[config.mk]
export PLATFORM = sky130hd
export DESIGN_NAME = line_refill_ctrl
export DESIGN_NICKNAME = d
export VERILOG_FILES = /design/src/rtl/refill_pkg.sv /design/src/rtl/refill_tick.sv /design/src/rtl/refill_bank.sv /design/src/rtl/refill_seq.sv /design/src/rtl/line_refill_ctrl.sv
export SDC_FILE = /design/constraint.sdc
export NUM_CORES = 1
export LEC_CHECK = 0
export ABC_AREA = 1
export BUFFER_PORTS_ARGS = -buffer_cell sky130_fd_sc_hd__buf_2
export CAP_MARGIN = 5
export CELL_PAD_IN_SITES_DETAIL_PLACEMENT = 0
export CELL_PAD_IN_SITES_GLOBAL_PLACEMENT = 1
export CORE_MARGIN = 10
export CORE_UTILIZATION = 38
export CTS_CLUSTER_DIAMETER = 120
export DETAILED_ROUTE_END_ITERATION = 7
export GPL_TIMING_DRIVEN = 0
export PLACE_DENSITY_LB_ADDON = 0.1
export SETUP_SLACK_MARGIN = 0.5
export SYNTH_ARGS = -nofsm -noshare
export SYNTH_HDL_FRONTEND = slang
export SYNTH_SLANG_ARGS = --single-unit
[constraint.sdc]
create_clock -name clk -period 2.4 [get_ports clk]
set_clock_uncertainty 0.05 [all_clocks]
set_input_delay 0.12 -clock clk [delete_from_list [all_inputs] [get_ports clk]]
set_output_delay 0.12 -clock clk [all_outputs]
set_load 0.02 [all_outputs]
[src/rtl/refill_pkg.sv]
package refill_pkg;

  typedef enum logic [1:0] {
    MODE_NARROW = 2'b00,
    MODE_WIDE   = 2'b01,
    MODE_BANKED = 2'b10,
    MODE_SPARE  = 2'b11
  } fill_mode_e;

  typedef enum logic [1:0] {
    ST_IDLE   = 2'b00,
    ST_ADDR   = 2'b01,
    ST_ACCESS = 2'b10,
    ST_XFER   = 2'b11
  } fill_state_e;

endpackage

[src/rtl/refill_tick.sv]
module refill_tick #(
  parameter int DIV_W = 4
) (
  input  logic             clk,
  input  logic             rst,
  input  logic             restart_i,
  input  logic [DIV_W-1:0] div_i,
  output logic             tick_o
);

  logic [DIV_W-1:0] cnt_q;

  assign tick_o = (cnt_q == div_i);

  always_ff @(posedge clk) begin
    if (rst || restart_i) begin
      cnt_q <= '0;
    end else if (tick_o) begin
      cnt_q <= '0;
    end else begin
      cnt_q <= cnt_q + 1'b1;
    end
  end

endmodule

[src/rtl/refill_bank.sv]
module refill_bank #(
  parameter int LINE_W = 12,
  parameter int WORD_W = 32,
  parameter int IDX_W  = 2,
  parameter int BANK   = 0
) (
  input  logic              clk,
  input  logic              rst,
  input  logic              load_i,
  input  logic [LINE_W-1:0] line_i,
  output logic [WORD_W-1:0] q_o
);

  localparam logic [IDX_W-1:0] BANK_ID = IDX_W'(BANK);

  // word value equals its own word address
  always_ff @(posedge clk) begin
    if (rst) begin
      q_o <= '0;
    end else if (load_i) begin
      q_o <= WORD_W'({line_i, BANK_ID});
    end
  end

endmodule

[src/rtl/refill_seq.sv]
module refill_seq
  import refill_pkg::*;
#(
  parameter int LINE_WORDS = 4,
  parameter int ACCESS_CYC = 15,
  parameter int CYC_W      = 8
) (
  input  logic                  clk,
  input  logic                  rst,
  input  logic                  tick_i,
  input  logic                  req_i,
  input  logic [1:0]            mode_i,
  output logic                  busy_o,
  output logic                  start_o,
  output logic [LINE_WORDS-1:0] load_o,
  output logic [LINE_WORDS-1:0] xfer_o,
  output logic                  last_o,
  output logic [CYC_W-1:0]      cyc_o
);

  localparam int IDX_W = (LINE_WORDS > 1) ? $clog2(LINE_WORDS) : 1;
  localparam int ACC_W = $clog2(ACCESS_CYC + 1);
  localparam logic [ACC_W-1:0] ACC_LAST = ACC_W'(ACCESS_CYC - 1);
  localparam logic [IDX_W-1:0] IDX_LAST = IDX_W'(LINE_WORDS - 1);
  localparam logic [LINE_WORDS-1:0] ONE = {{(LINE_WORDS-1){1'b0}}, 1'b1};

  fill_state_e      st_q;
  logic             narrow_q;
  logic             wide_q;
  logic [IDX_W-1:0] idx_q;
  logic [ACC_W-1:0] acc_q;
  logic [CYC_W-1:0] cyc_q;
  fill_mode_e       mode_in;

  assign mode_in = fill_mode_e'(mode_i);
  assign busy_o  = (st_q != ST_IDLE);
  assign start_o = (st_q == ST_IDLE) && req_i;
  assign cyc_o   = cyc_q + CYC_W'(1);

  always_comb begin
    load_o = '0;
    xfer_o = '0;
    last_o = 1'b0;
    if (tick_i) begin
      case (st_q)
        ST_ACCESS: begin
          if (acc_q == ACC_LAST) begin
            load_o = narrow_q ? (ONE << idx_q) : '1;
          end
        end
        ST_XFER: begin
          xfer_o = wide_q ? '1 : (ONE << idx_q);
          last_o = wide_q || (idx_q == IDX_LAST);
        end
        default: ;
      endcase
    end
  end

  always_ff @(posedge clk) begin
    if (rst) begin
      st_q     <= ST_IDLE;
      narrow_q <= 1'b0;
      wide_q   <= 1'b0;
      idx_q    <= '0;
      acc_q    <= '0;
      cyc_q    <= '0;
    end else if (st_q == ST_IDLE) begin
      if (req_i) begin
        st_q     <= ST_ADDR;
        narrow_q <= (mode_in == MODE_NARROW) || (mode_in == MODE_SPARE);
        wide_q   <= (mode_in == MODE_WIDE);
        idx_q    <= '0;
        acc_q    <= '0;
        cyc_q    <= '0;
      end
    end else if (tick_i) begin
      cyc_q <= cyc_o;
      case (st_q)
        ST_ADDR: begin
          st_q  <= ST_ACCESS;
          acc_q <= '0;
        end
        ST_ACCESS: begin
          if (acc_q == ACC_LAST) begin
            st_q <= ST_XFER;
          end else begin
            acc_q <= acc_q + 1'b1;
          end
        end
        ST_XFER: begin
          if (last_o) begin
            st_q <= ST_IDLE;
          end else begin
            idx_q <= idx_q + 1'b1;
            if (narrow_q) begin
              st_q  <= ST_ACCESS;
              acc_q <= '0;
            end
          end
        end
        default: st_q <= ST_IDLE;
      endcase
    end
  end

endmodule

[src/rtl/line_refill_ctrl.sv]
module line_refill_ctrl #(
  parameter int LINE_WORDS = 4,
  parameter int WORD_W     = 32,
  parameter int LINE_W     = 12,
  parameter int ACCESS_CYC = 15,
  parameter int DIV_W      = 4,
  parameter int CYC_W      = 8
) (
  input  logic                         clk,
  input  logic                         rst,
  input  logic [DIV_W-1:0]             div_i,
  input  logic [1:0]                   mode_i,
  input  logic                         req_i,
  input  logic [LINE_W-1:0]            addr_i,
  output logic                         busy_o,
  output logic [LINE_WORDS-1:0]        word_mask_o,
  output logic [LINE_WORDS*WORD_W-1:0] line_o,
  output logic                         done_o,
  output logic [CYC_W-1:0]             cycles_o
);

  localparam int IDX_W = (LINE_WORDS > 1) ? $clog2(LINE_WORDS) : 1;

  logic                  tick;
  logic                  start;
  logic [LINE_WORDS-1:0] load;
  logic [LINE_WORDS-1:0] xfer;
  logic                  last;
  logic [CYC_W-1:0]      cyc;
  logic [LINE_W-1:0]     line_q;
  logic [WORD_W-1:0]     bank_q [LINE_WORDS];

  refill_tick #(.DIV_W(DIV_W)) u_tick (
    .clk       (clk),
    .rst       (rst),
    .restart_i (start),
    .div_i     (div_i),
    .tick_o    (tick)
  );

  refill_seq #(
    .LINE_WORDS (LINE_WORDS),
    .ACCESS_CYC (ACCESS_CYC),
    .CYC_W      (CYC_W)
  ) u_seq (
    .clk     (clk),
    .rst     (rst),
    .tick_i  (tick),
    .req_i   (req_i),
    .mode_i  (mode_i),
    .busy_o  (busy_o),
    .start_o (start),
    .load_o  (load),
    .xfer_o  (xfer),
    .last_o  (last),
    .cyc_o   (cyc)
  );

  always_ff @(posedge clk) begin
    if (rst) begin
      line_q <= '0;
    end else if (start) begin
      line_q <= addr_i;
    end
  end

  for (genvar b = 0; b < LINE_WORDS; b++) begin : g_bank
    refill_bank #(
      .LINE_W (LINE_W),
      .WORD_W (WORD_W),
      .IDX_W  (IDX_W),
      .BANK   (b)
    ) u_bank (
      .clk    (clk),
      .rst    (rst),
      .load_i (load[b]),
      .line_i (line_q),
      .q_o    (bank_q[b])
    );
  end

  always_ff @(posedge clk) begin
    if (rst) begin
      word_mask_o <= '0;
      done_o      <= 1'b0;
      cycles_o    <= '0;
      line_o      <= '0;
    end else begin
      word_mask_o <= xfer;
      done_o      <= last;
      if (last) begin
        cycles_o <= cyc;
      end
      for (int w = 0; w < LINE_WORDS; w++) begin
        if (xfer[w]) begin
          line_o[w*WORD_W +: WORD_W] <= bank_q[w];
        end
      end
    end
  end

endmodule

# Word-level counts from Yosys, hierarchy flattened
# Index checks and enable logic that the tools add are counted.
dict set report word_totals {
  memories 0
  word_cells 86
  ff_bits 151
  latchBits 0
  input_bits 21
  mem_bits_rw 0
  mem_bits_ro 0
}
dict set report classes {
  n_reduce_logical 16
  n_addsub 4
  n_eq_ne 15
  n_div 0
  shifts 1
  order_cmp 0
  n_mul 0
  bitwise_logic 0
  mux 31
}
# operator n
set ops {}
lappend ops {{$mux W4} 13}
lappend ops {{$mux W8} 3}
lappend ops {{$mux W2} 11}
lappend ops {{$pmux W4 S3} 1}
lappend ops {{$add A4 B1 Y4 const B} 2}
lappend ops {{$add A8 B1 Y8 const B} 1}
lappend ops {{$eq A2 B2 Y1 const B} 4}
lappend ops {{$reduce_and A4 Y1} 2}
lappend ops {{$ne A3 B1 Y1 const B} 2}
lappend ops {{$ne A3 B2 Y1 const B} 2}
lappend ops {{$pmux W2 S3} 1}
lappend ops {{$reduce_and A6 Y1} 1}
lappend ops {{$reduce_bool A2 Y1} 3}
lappend ops {{$eq A2 B1 Y1 const B} 2}
lappend ops {{$eq A4 B4 Y1} 1}
lappend ops {{$eq A4 B4 Y1 const B} 1}
lappend ops {{$logic_not A2 Y1} 2}
lappend ops {{$ne A4 B2 Y1 const B} 1}
lappend ops {{$reduce_and A2 Y1} 2}
lappend ops {{$reduce_bool A4 Y1} 1}
lappend ops {{$shl A1 B2 Y4 const A} 1}
lappend ops {{$logic_or A1 B1 Y1} 3}
lappend ops {{$add A2 B1 Y2 const B} 1}
lappend ops {{$mux W1} 2}
lappend ops {{other kinds (4)} 4}

# Longest topological paths before layout
# Gate-level depths: netlist (run 1).
dict set report logic_depth {
  ltp_word 8
  ltp_mapped 13
}

# Hierarchy
# Synthesis (run 1) repeated with hierarchy kept, for this count alone.
dict set report unflattened {
  hier_cells 1577
  hier_area_um2 10343.7
}
# mod seq_area_each_um2 n_inst cells_each area_each_um2
set by_module_without_submodules {}
lappend by_module_without_submodules {line_refill_ctrl 3062.9 1 952 6200.9}
lappend by_module_without_submodules {{refill_bank at g_bank[1].u_bank ...} 260.2 3 100 688.2}
lappend by_module_without_submodules {refill_seq 360.3 1 189 1193.6}
lappend by_module_without_submodules {{refill_bank at g_bank[0].u_bank} 240.2 1 97 650.6}
lappend by_module_without_submodules {refill_tick 80.1 1 39 234.0}

# Worst setup path after synthesis (run 1)
# No wires, ideal clock.
dict set report synth_timing {
  path_kind {register to register}
  start {register u_seq.st_q[0]}
  end {register u_seq.idx_q[0]}
  setup_slack_ns 0.575
  path_stages_with_launch 10
  required_time_ns 2.234
  n_path_buf 1
  arrival_ns 1.659
  cell_sequence {dfxtp_1 > inv_1 > ha_1 > buf_2 > inv_1 > nand3_1 > nand2_2 > nand3b_1 > o21ai_0 > nor2_1}
}
dict set report synth_between {
  elab_chain_cells 5
}
# element line_no
set synth_lines {}
lappend synth_lines {{start, declared} refill_seq.sv:27} ;# fill_state_e st_q;
lappend synth_lines {{start signal, assigned} refill_seq.sv:62} ;# st_q <= ST_IDLE;
lappend synth_lines {{start signal, assigned} refill_seq.sv:70} ;# st_q <= ST_ADDR;
lappend synth_lines {{start signal, assigned} refill_seq.sv:81} ;# st_q <= ST_ACCESS;
lappend synth_lines {{$eq A2 B2 Y1} {refill_seq.sv:45, refill_seq.sv:79}}
lappend synth_lines {{$mux W1} refill_seq.sv:45} ;# case (st_q)
lappend synth_lines {{$mux W1} refill_seq.sv:44} ;# if (tick_i) begin
lappend synth_lines {{$ne A2 B1 Y1 (no line)} -}
lappend synth_lines {{$reduce_and A4 Y1 (no line)} -}
lappend synth_lines {{end signal, assigned} refill_seq.sv:95} ;# idx_q <= idx_q + 1'b1;
lappend synth_lines {{end, declared} refill_seq.sv:30} ;# logic [IDX_W-1:0] idx_q;
# Several ways; a longest one is shown, not always the timed one.
# A chain may end at the register's enable or synchronous reset.

# Worst setup path after layout (run 1)
dict set report layout_timing {
  start {register u_seq.st_q[0]}
  end {register u_seq.idx_q[1]}
}
# The elaborated chain is that of the path after synthesis.

==> results of run 1 <==
-- layer usage --
metal / share of wire [%] / routed length, um
met1: 45 / 7485
met2: 48 / 7851
met3: 6.3 / 1034
met4: 0.95 / 157
met5: 0 / 0
-- placed cells by master, fill, tap and decap left out, types with 12 or more instances in the layout --
cell / instances
sky130_fd_sc_hd__clkbuf_1: 16
sky130_fd_sc_hd__conb_1: 76
sky130_fd_sc_hd__o21ai_0: 67
sky130_fd_sc_hd__o21ai_1: 31
sky130_fd_sc_hd__clkbuf_16: 17
sky130_fd_sc_hd__nand2_1: 84
sky130_fd_sc_hd__inv_1: 67
sky130_fd_sc_hd__ha_1: 13
sky130_fd_sc_hd__buf_2: 97
sky130_fd_sc_hd__nor2_1: 130
sky130_fd_sc_hd__a21oi_1: 86
sky130_fd_sc_hd__nand3_1: 21
sky130_fd_sc_hd__buf_4: 83
sky130_fd_sc_hd__dfxtp_1: 144
sky130_fd_sc_hd__dlygate4sd3_1: 12
-- sequential cells by signal, indices dropped and copies added, names as in the netlist --
name,count
line_q,12
word_mask_o,4
cycles_o,8
u_seq.wide_q,1
u_seq.st_q,2
u_seq.cyc_q,8
u_seq.acc_q,4
done_o,1
u_seq.idx_q,2
u_seq.narrow_q,1
line_o,51
g_bank.u_bank.q_o,51
u_tick.cnt_q,4
-- layout make-up --
type | count | area (um^2) | share of cell area [%]
timing repair buffer | 102 | 583.1 | 7.086
tap | 220 | 275.3 | 3.345
inverter | 77 | 299.0 | 3.634
clock inverter | 10 | 152.6 | 1.855
multi-input combinational | 549 | 2674 | 32.50
clock buffer | 21 | 470.5 | 5.718
sequential | 149 | 2989 | 36.33
buffer | 115 | 784.5 | 9.535
-- what timing repair did --
action	in CTS	in global routing
buffers inserted	0	5
hold buffers	12	0
gates resized for setup	9	19
cloned	0	0
setup endpoints to repair	49	99
endpoints found under the hold margin	12	0
pin swaps	0	4
-- power groups by stage --
| stage | clock network [mW] | logic [mW] | registers (mW) |
|---|---|---|---|
| floorplan | 0 | 0.478 | 2.63 |
| global placement | 0 | 0.591 | 2.67 |
| detailed placement | 0 | 0.592 | 2.67 |
| CTS | 2.87 | 0.620 | 2.62 |
| global route | 2.97 | 0.720 | 2.63 |
| finish | 2.80 | 0.647 | 2.62 |
-- final timing paths --
check	startpoint	endpoint	depth (start not counted)
setup / recovery	u_seq.st_q[0]$_SDFFE_PP0P_	u_seq.idx_q[1]$_SDFFE_PP0P_	9
hold / removal	rst	g_bank[3].u_bank.q_o[2]$_SDFFE_PP0P_	2
setup reg to reg	u_seq.st_q[0]$_SDFFE_PP0P_	u_seq.idx_q[1]$_SDFFE_PP0P_	9
hold reg to reg	line_o[3]$_SDFFE_PP0P_	line_o[3]$_SDFFE_PP0P_	2
-- logic make-up (layout without fill, tap and decap cells) --
family	Yosys count	in the layout	synth area share (%)
compound gates	194	194	16.20
xor+xnor	6	6	0.8240
fa+ha+maj	14	14	2.746
buf+inv	192	325	16.81
flops	149	149	46.76
other cells	1	76	0.05879
simple gates	259	259	16.59
-- worst max-delay path, stage by stage, from the launching register on --
cell                       delay [ns]
sky130_fd_sc_hd__dfxtp_2         0.39
sky130_fd_sc_hd__inv_1           0.10
sky130_fd_sc_hd__ha_1            0.20
sky130_fd_sc_hd__buf_2           0.17
sky130_fd_sc_hd__inv_2           0.14
sky130_fd_sc_hd__nand4_1         0.23
sky130_fd_sc_hd__nand3b_1        0.24
sky130_fd_sc_hd__nand2_1         0.07
sky130_fd_sc_hd__nand2_1         0.07
sky130_fd_sc_hd__nor2_1          0.05
-- through the flow --
step	power, mW	util [%]	worst slack (ns)	instances	area [um^2]
4_1_cts	6.106	49.21	0.4461	1238	8132
5_1_grt	6.318	49.79	0.4775	1243	8228
6_report	6.071	49.79	0.5868	1243	8228
2_1_floorplan	3.108	-	0.5748	890	6660
3_3_place_gp	3.261	44.54	0.3074	1195	7361
3_5_place_dp	3.262	44.54	0.3398	1195	7361
==> results list, run 1 <==
* Port bufs: 85
* Global-route wire length before repair: approximately 26 mm
* Core area: 0.01652 mm^2
- Max FO, Critical Path: 8
* Maximum ir drop on the vdd rail: around 0.00050 V
* Int Power: 4.569 mW
- For met1 alone, demand over resource in global routing was 17.82%.
- The run finished with clean final reports.
- Counting flops with a built-in enable in the synthesized netlist gives 0.
- Static timing analysis puts the maximum clock frequency at 0.5515 GHz.
* Clk sink count: 149
- The final critical path takes up 75.55% of the cycle.
- Root Driver: sky130_fd_sc_hd__clkbuf_16
* Via count: 5281
* Final Max Slew Viols: 0
- The floorplan step set the die height to 149.6 um.
- Grt total ovfl: 0
- In this run, flip-flops and latches consume a little over two fifths of the power.
- Clk_lat worst skew: 0.42 ns
- Worst slew slack as a fraction of its limit: 45.45%
- Warnings from Yosys: 0
- After the last flow step, the layout net total stands at 1046.
- Std-Cell Rows: 47
- Pre-antenna DRT Iters: 4
- After synthesis, flip-flops and latches occupy 46.76% of the total area.
* Post-Syn Instances: 815
* Count of nets left with antenna violations after detail routing: 0
* Sum of net half-perimeters after detailed placement: around 12 mm
* Leakage: 3.709 nW
* Die boundary width: between 100 and 150 um
- The setup check on the worst reg-to-reg path leaves a slack of approximately 0.6 ns.
* Maximum number of pins on one net before global-route repair: 17
- RSZ-0062 raised after global routing: yes
- Switching fraction of total power: 24.73%
* Required time at the endpoint of the critical path: 2.66 ns
- In the synthesized netlist the dominant register cell turns out to be sky130_fd_sc_hd__dfxtp_1.
- Yosys cell types: 36
- For this run, design rule violations remaining after detail routing come to 0.
- Transition time at the pin with the least slew margin: 0.8183 ns
- Post-synth design cell area: 0.006379 mm^2
- The congestion estimate from routability-driven global placement came to 0.7958.
- Count of routing violations after the opening detailed-route iteration: 281
- Post-route worst hold slack: 0.09279 ns
- For this configuration, the core starts out at a cell density of between 30 and 40%.
* Wirelength, routed: between 15 and 20 mm
* Final setup violation count: 0
* Fraction of layout instances using a drive strength above 1: 25.22%
- The clock passes through at most 2 buffers.
- Counting flops with an async set or reset pin after synthesis yields a share of 0%.
- Type of destination of the critical path: flop
- Max-cap violations in this run came to 0.
- Clock tree synthesis inserted a total of 17 buffers.
* M2 GR Usage: 24.34%
* CTS tree: built
- Of all cell types, the one taking the most synthesized area is sky130_fd_sc_hd__dfxtp_1.
- Pin placement for this block handled 163 I/O pins.
- Number of fill cells in the layout: 1722
* Busiest grt layer: met2
- 0 antenna diodes ended up in the layout.
- In the final routed layout, each cell accounts on average for between 10 and 15 um.
* Die Area: around 0.022 mm^2
- The via count of the first global-routing pass was 4995.
- From synthesis to final layout, the design area changed by 28.99%.
- Summed over all nets, the switching power comes to 1.502 mW.
- Power per cell area: 737.9 mW/mm^2
- Type of element launching the critical path: flop
* Post-route minimum period: 1.813 ns
* Fraction of power consumed by the clock network: between 40% and 50%
* Setup TNS: 0 ns
- In the routed layout, each cell is associated on average with a via count of 4.249.
- Area share of the largest cell type after synthesis: 46.76%
- Clock-pin slew reported for the worst setup and hold paths after clock tree synthesis: 0.06 ns
- Post-synthesis sequential element count: ~150
* CTS H-Tree Depth: 4
- Routing usage on met3: 4.891%
- Final hold violation count: 0
- Avg Cell Area, Syn: 7.827 um^2
- Most numerous cell types in the synthesized netlist: sky130_fd_sc_hd__dfxtp_1 (149), sky130_fd_sc_hd__nor2_1 (131), sky130_fd_sc_hd__a21oi_1 (86), sky130_fd_sc_hd__nand2_1 (85), sky130_fd_sc_hd__buf_4 (78)
* Class of the most critical hold timing path: input port to flop
- Data arrival, critical path: 2.07 ns
* Crit Path Category: flop to flop
* Count leader, synth: sky130_fd_sc_hd__dfxtp_1
* Aggregate global-route resource usage: 14.72%
* Number of antenna violations at the first check in global routing: 0
- Proportion of power drawn by combinational gates: between 10% and 20%
- In the post-synthesis netlist, the biggest area contributors are sky130_fd_sc_hd__dfxtp_1 (47%), sky130_fd_sc_hd__buf_4 (9.2%), sky130_fd_sc_hd__nor2_1 (7.7%).
No activity file was read; power rests on OpenSTA's default activity.
==> inputs of run 2 (changes only) <==
clock period = 1.7 ns   (was 2.4 ns; I/O delays follow)
==> run 2 against run 1 <==
Against the previous run:
- final cell count up 5.1%
- maximum frequency increased by 14%
- non-clock buffer count increased by 63
- global-route usage grew 1.4 points
- clock power grew 35%
- highest routed layer unchanged
- cell area increased by 21%
==> results list, run 2 (synthesis gave the netlist of run 1 again) <==
* Die boundary width: 149.6 um
* Port bufs: 85
- Global routing consumed, on the met3 layer, 4.469% of the routing resources.
* Summed area of non-filler cells in the final layout: approximately 0.01 mm^2
- The via count of the first global-routing pass came to around 5.7k.
- The max-slew violation count is 0.
- The worst-case IR drop observed on VDD is 0.0007558 V.
- The post-route netlist has between 40% and 50% of its cells at a drive strength greater than 1.
- Dividing the detail-routed wire length by the instance count gives 14.21 um.
- Transition time at the pin with the least slew margin: 0.9232 ns
- Launch instance of the worst register-to-register path: u_tick.cnt_q[2]$_SDFF_PP0_
* RePlAce Congestion: 0.8128
- Type of destination of the critical path: flop
- The floorplan step defined a die boundary enclosing 0.02237 mm^2.
- The number of antenna diodes in the final layout is 0.
- Fin util: 60.41%
- Summing all placed instances gives a cell area of 0.007677 mm^2.
- For this run, design rule violations remaining after detail routing come to 0.
- In the final layout, the registers with the most flip-flops are g_bank.u_bank.q_o: 51 flops, line_o: 51 flops, line_q: 12 flops.
- Type of element launching the critical path: flop
- Worst slew slack as a fraction of its limit: 38.45%
* RSZ-0062 raised after global routing: yes
- Max-cap check violation count: 0
- The clock net in this run drives a total of 149 sinks.
- Place WS: -0.1118 ns
- Setup slack on the critical path of the routed design comes to 0.1141 ns.
* CTS tree: built
- Counting cells, the worst reg-to-reg path comes to 11.
- The number of antenna violations at the first check in global routing is 0.
- After global routing the overflow that remains totals 0.
- After the last flow step, the layout net total stands at 1110.
* IO Count: 163
- Global-route wire length before repair: 28.66 mm
- Fraction of met1 tracks used by global routing: 18.74%
- The worst register-to-register path has a setup slack of around 0.11 ns.
- The critical path is of the flop to flop type.
- For this configuration, the core starts out at a cell density of 38.60%.
- At the worst endpoint, the required time is 1.97 ns.
* Die H: about 150 um
* Max FO, Critical Path: 5
* Count of nets left with antenna violations after detail routing: 0
* Clock-pin slew reported for the worst setup and hold paths after clock tree synthesis: 0.06 ns
- Pre-antenna DRT Iters: 4
- Most common cell after layout, fill and taps aside: sky130_fd_sc_hd__dfxtp_1
* Outcome: completed
- Worst-case hold path end point: u_seq.wide_q$_SDFFE_PP0P_
- The final critical path takes up ~93% of the cycle.
- Hold Crit Start: req_i
- Wirelength, routed: 18.58 mm
- Relative to the synthesized area, the layout overhead comes to 56.51%.
- The final count of hold timing violations came to 0.
- CTS Buf Count: 17
* Busiest grt layer: met2
- After detailed routing, the number of vias per cell comes to 4.452.
* Std-Cell Rows: 47
- Maximum number of pins on one net before global-route repair: 17
* Top achievable clock speed: 0.6306 GHz
- Summed over all failing endpoints, the final setup total negative slack is 0 ns.
- CTS H-Tree Depth: 4
* Commonest non-fill, non-tap cells in the layout: sky130_fd_sc_hd__dfxtp_1 (135), sky130_fd_sc_hd__buf_4 (111), sky130_fd_sc_hd__nor2_1 (100), sky130_fd_sc_hd__buf_2 (87), sky130_fd_sc_hd__conb_1 (76)
- Setup violations remaining at the end of the flow were counted as 0.
- Via count: 5819
- Power spread over the standard cell area amounts to 898.1 mW/mm^2.
- Leakage: 4.325 nW
* Max clock buf depth: 2
* Post-route minimum period: approximately 1.6 ns
* Worst reg2reg path endpoint: u_seq.st_q[1]$_SDFFE_PP0P_
- Global routing used 27.33% of the available met2 tracks.
* Clk_lat worst skew: 0.43 ns
- The wire-length estimate of the detail-placed layout is 12.52 mm.
* Root Driver: sky130_fd_sc_hd__clkbuf_16
- Core area: 0.01652 mm^2
- Aggregate global-route resource usage: around 16%
- Post-route worst hold slack: 0.08119 ns
- Data on the critical path arrives at its endpoint at 1.85 ns.
- Count of routing violations after the opening detailed-route iteration: 183
- Worst Hold Depth: 4
- Class of the most critical hold timing path: input port to flop
## run 2: cell count changes in the layout (fill, tap and decap cells not counted), moves of 15 or more
cell and change:
sky130_fd_sc_hd__o21ai_0 -49, sky130_fd_sc_hd__nand2_1 -27, sky130_fd_sc_hd__buf_6 +39, sky130_fd_sc_hd__nor2_1 -30, sky130_fd_sc_hd__a21oi_2 +39, sky130_fd_sc_hd__nor2_2 +23, sky130_fd_sc_hd__a21oi_1 -41, sky130_fd_sc_hd__buf_4 +28
sky130_fd_sc_hd__nand2_4 +15, sky130_fd_sc_hd__o21ai_2 +51
## run 2: cell type report
class                   instances  area [um^2]
flip-flops and latches        149         3015
well taps                     220        275.3
fillers                      1547         6541
multi-input cells             550         3591
inverters                      77        359.1
plain buffers                 115        918.4
clock inverters                10        130.1
clock buffers                  21        460.4
repair buffers                165         1234
## run 2: how the worst max path moves through the flow
stage                                     startpoint                               endpoint  cells after the start  slack [ns]
after floorplan           u_tick.cnt_q[0]$_SDFF_PP0_  g_bank[1].u_bank.q_o[10]$_SDFFE_PP0P_                     12        0.23
after global placement                           rst            u_seq.narrow_q$_SDFFE_PP0P_                      6       -0.11
after detailed placement                         rst                 line_o[2]$_SDFFE_PP0P_                      6       -0.11
after CTS                 u_tick.cnt_q[1]$_SDFF_PP0_   g_bank[1].u_bank.q_o[6]$_SDFFE_PP0P_                     12        0.14
after global routing      u_seq.st_q[0]$_SDFFE_PP0P_            u_seq.acc_q[0]$_SDFFE_PP0P_                      9        0.03
final                     u_tick.cnt_q[2]$_SDFF_PP0_             u_seq.st_q[1]$_SDFFE_PP0P_                     11        0.11
## run 2: per-stage QoR
| stage | total power [mW] | std cells |
|---|---|---|
| final | 8.966 | 1307 |
| after global routing | 9.334 | 1307 |
| after CTS | 8.778 | 1289 |
| after detailed placement | 4.733 | 1195 |
| after global placement | 4.729 | 1195 |
| after floorplan | 4.509 | 890 |
## run 2: layer usage
metal,vias up,part of all wire [%],wire (um)
li1,3001,-,-
met1,2647,42,7794
met4,0,2.4,452
met3,36,6.4,1185
met5,-,0,0
met2,135,49,9147
## run 2: report_power, final
part           switching [mW]  total [mW]  leakage [nW]  internal (mW)
Sequential              0.180        3.76          1.21           3.58
Combinational           0.802        1.44          2.82          0.635
Clock                    1.41        3.77         0.288           2.36
## run 2: worst max-delay path: stages, from the launching register on
cell                      delay (ns)
sky130_fd_sc_hd__dfxtp_4        0.35
sky130_fd_sc_hd__inv_2          0.03
sky130_fd_sc_hd__nand2_2        0.04
sky130_fd_sc_hd__nand2_2        0.05
sky130_fd_sc_hd__nor2_4         0.13
sky130_fd_sc_hd__buf_4          0.14
sky130_fd_sc_hd__nand3_4        0.16
sky130_fd_sc_hd__buf_6          0.17
sky130_fd_sc_hd__a21oi_2        0.12
sky130_fd_sc_hd__nand3_1        0.09
sky130_fd_sc_hd__nand2_1        0.07
sky130_fd_sc_hd__nor2_1         0.06
## run 2: timing repair
item                                    CTS  global route
cloned                                   11             8
gates resized for setup                 152           160
pin swaps                                32            40
endpoints found under the setup margin  151           150
endpoints found under the hold margin    12             0
hold buffers                             12             0
setup buffers                            40            10
==> inputs of run 3 (changes only) <==
RECOVER_POWER = 100   (was unset)
==> run 3 against run 2 <==
Against the previous run:
- final cell count did not move
- total power shrank 0.48%
- cell area fell by 3.0%
- register-to-register slack worse by 0.02 ns
- non-clock buffer count is the same
- sequential power about the same
- global-route usage unchanged
- critical path type unchanged
- largest cell class unchanged
- highest routed layer unchanged
==> results list, run 3 (synthesis gave the netlist of run 1 again) <==
* Max-cap check violation count: 0
* CTS H-Tree Depth: 4
* Commonest non-fill, non-tap cells in the layout: sky130_fd_sc_hd__dfxtp_1 (135), sky130_fd_sc_hd__buf_4 (105), sky130_fd_sc_hd__nor2_1 (101), sky130_fd_sc_hd__clkbuf_1 (85), sky130_fd_sc_hd__conb_1 (76)
- During I/O placement, the number of pins put on the boundary was 163.
- Required time at the endpoint of the critical path: 1.97 ns
- RSZ-0062 raised after global routing: yes
* Final setup violation count: 0
* Clk sink count: 149
- The wire-length estimate of the detail-placed layout is 12.52 mm.
- Summed over all nets, wire length on met2 after detailed routing comes to 9.130 mm.
- Wirelength, routed: 18.68 mm
- Worst reg2reg path endpoint: line_q[5]$_SDFFE_PP0P_
- Timing would allow up to 0.6237 GHz.
- Most common cell after layout, fill and taps aside: sky130_fd_sc_hd__dfxtp_1
- Regs by FF count: g_bank.u_bank.q_o: 51 flops, line_o: 51 flops, line_q: 12 flops
- Sum of met3 wire segment lengths after detailed routing: 1.155 mm
- Type of destination of the critical path: flop
- In this run the power density over the cells is 921.5 mW/mm^2.
- Number of antenna violations at the first check in global routing: 0
* Pre-antenna DRT Iters: 4
- Detailed routing inserted a total of 5774 vias.
* R2r setup slk: 0.1 ns
- Number of fill cells in the layout: around 1.6k
- Cell Count, Final, Fillers Out: roughly 1.3k
* Post-route minimum period: 1.603 ns
* Die Area: around 0.022 mm^2
- Final hold violation count: 0
* Number of nets at the end of the flow: ~1.1k
- Cells after DPL: ~1.2k
- Portion of total power attributed to sequential cells: 42.0%
* Launch instance of the worst register-to-register path: u_seq.st_q[1]$_SDFFE_PP0P_
* Aggregate global-route resource usage: 16.08%
- The via count of the first global-routing pass was 5650.
* Max FO, Critical Path: 6
- Maximum ir drop on the vdd rail: between 0.0007 and 0.0008 V
- Maximum number of pins on one net before global-route repair: 17
- The detailed router put a total of 8.014 mm of wire on met1.
* Setup TNS: 0 ns
- Detailed-route DRC error count: 0
* Worst slew slack as a fraction of its limit: 49.78%
* RePlAce Congestion: just over 0.8
* Register-to-Register Path Depth: 9
- For this design the static power due to leakage is 3.959 nW.
- Int Power: 6.538 mW
- Count of routing violations after the opening detailed-route iteration: 167
* Global-route wire length before repair: approximately 29 mm
* Worst Slack Setup Final: between 0.09 and 0.1 ns
- After layout, the worst path uses 94.31% of the clock period.
- Final antenna diode count: 0
- The tightest min-delay check is of the input port to flop type.
- The flow ran to the end, and the final reports show no timing, DRC or antenna violations.
- Of the total power, combinational logic draws 15.6%.
- For this design the total switching power over the nets is 2.385 mW.
- In this run the worst setup path begins at u_seq.st_q[1]$_SDFFE_PP0P_.
- The critical path in this run is classified as flop to flop.
- In this run the deepest clock path goes through 2 buffers.
- Post-route worst hold slack: 0.07854 ns
- Core area: ~0.017 mm^2
- Average detailed-routed wire length per instance: 14.30 um
* CTS Buf Count: 17
- Topmost layer with routed signal wires: met4
* Die boundary width: ~150 um
- The max-slew violation count was 0.
- Clock-pin slew reported for the worst setup and hold paths after clock tree synthesis: 0.06 ns
- Count of nets left with antenna violations after detail routing: 0
* Std-Cell Rows: 47
* Place WS: -0.1118 ns
- After routing the design area is between 0.009 and 0.01 mm^2.
* Initial Util: approximately two fifths
- Area delta synth->final: 51.80%
- Port bufs: 85
- Worst Setup EP: line_q[5]$_SDFFE_PP0P_
- CTS placed an instance of sky130_fd_sc_hd__clkbuf_16 at the clock tree root.
- Cells fill 58.60% of the core in the end.
- Transition time at the pin with the least slew margin: roughly 0.75 ns
- Clk_lat worst skew: 0.43 ns
* Switching fraction of total power: 26.73%
* Total power draw: 8.923 mW
- Fraction of power consumed by the clock network: between 40% and 50%
- STA classifies the critical path startpoint as a flop.
- Data arrival, critical path: ~1.9 ns
- TritonCTS built the clock tree.
- Dividing the detail-routed via count by the number of cells gives 4.418.
* Post-DP Area: about 0.0077 mm^2
- Cells with a size suffix above 1 make up 39.10% of the layout.
- The die is 149.6 um tall.
* Grt total ovfl: 0
[run 3: cell count changes in the layout (fill, tap and decap cells not counted), moves of 6 or more]
cell / previous run / this run
sky130_fd_sc_hd__o21ai_2: 54 / 42
sky130_fd_sc_hd__a21oi_2: 40 / 34
sky130_fd_sc_hd__buf_2: 87 / 23
sky130_fd_sc_hd__o21ai_0: 18 / 29
sky130_fd_sc_hd__clkbuf_1: 13 / 85
sky130_fd_sc_hd__buf_4: 111 / 105
sky130_fd_sc_hd__buf_6: 43 / 32
sky130_fd_sc_hd__clkbuf_2: 4 / 11
sky130_fd_sc_hd__a21oi_1: 45 / 51
[run 3: power by group through the flow]
stage / registers, mW / clock network (mW) / logic [mW]
6_report: 3.75 / 3.78 / 1.39
5_1_grt: 3.76 / 4.01 / 1.51
4_1_cts: 3.72 / 3.85 / 1.21
3_5_place_dp: 3.79 / 0 / 0.945
3_3_place_gp: 3.79 / 0 / 0.942
2_1_floorplan: 3.73 / 0 / 0.781
[run 3: area by class of cell]
| class | instances | area, um^2 | area share [%] |
|---|---|---|---|
| Timing Repair Buffer | 165 | 1065 | 11.00 |
| Tap cell | 220 | 275.3 | 2.843 |
| Sequential cell | 149 | 3013 | 31.12 |
| Clock buffer | 21 | 460.4 | 4.755 |
| Multi-Input combinational cell | 550 | 3482 | 35.96 |
| Clock inverter | 10 | 130.1 | 1.344 |
| Inverter | 77 | 359.1 | 3.708 |
| Buffer | 115 | 898.4 | 9.278 |
[run 3: worst min path at each step]
stage | start | end | slack, ns | cells past startpoint
2_1_floorplan | addr_i[0] | line_q[0]$_SDFFE_PP0P_ | 0.20 | 2
3_3_place_gp | addr_i[6] | line_q[6]$_SDFFE_PP0P_ | 0.33 | 3
3_5_place_dp | addr_i[3] | line_q[3]$_SDFFE_PP0P_ | 0.33 | 3
4_1_cts | req_i | u_seq.wide_q$_SDFFE_PP0P_ | 0.05 | 4
5_1_grt | req_i | u_seq.narrow_q$_SDFFE_PP0P_ | 0.09 | 4
6_report | req_i | u_seq.wide_q$_SDFFE_PP0P_ | 0.08 | 4
[run 3: worst max-delay path: stages, from the launching register on]
cell and delay [ns]:
sky130_fd_sc_hd__dfxtp_4 0.41, sky130_fd_sc_hd__inv_4 0.05, sky130_fd_sc_hd__ha_4 0.15, sky130_fd_sc_hd__buf_12 0.14, sky130_fd_sc_hd__nand2_8 0.10, sky130_fd_sc_hd__clkbuf_1 0.19, sky130_fd_sc_hd__inv_6 0.05, sky130_fd_sc_hd__clkbuf_4 0.19
sky130_fd_sc_hd__nor2_1 0.11, sky130_fd_sc_hd__nor2_1 0.05
[run 3: per-layer routing]
layer  global-route usage [%]  vias to the layer above
met5                        0                        -
met4                    6.281                        0
met3                    4.469                       33
met2                    27.33                      123
met1                    18.74                     2613
li1                         -                     3005
[run 3: timing repair]
| item | in CTS | in global routing |
|---|---|---|
| gates cloned | 11 | 8 |
| buffers inserted | 40 | 10 |
| pin swaps | 32 | 40 |
| hold endpoints to repair | 12 | 0 |
| hold buffers | 12 | 0 |
| gates resized for setup | 152 | 160 |
| setup endpoints to repair | 151 | 150 |
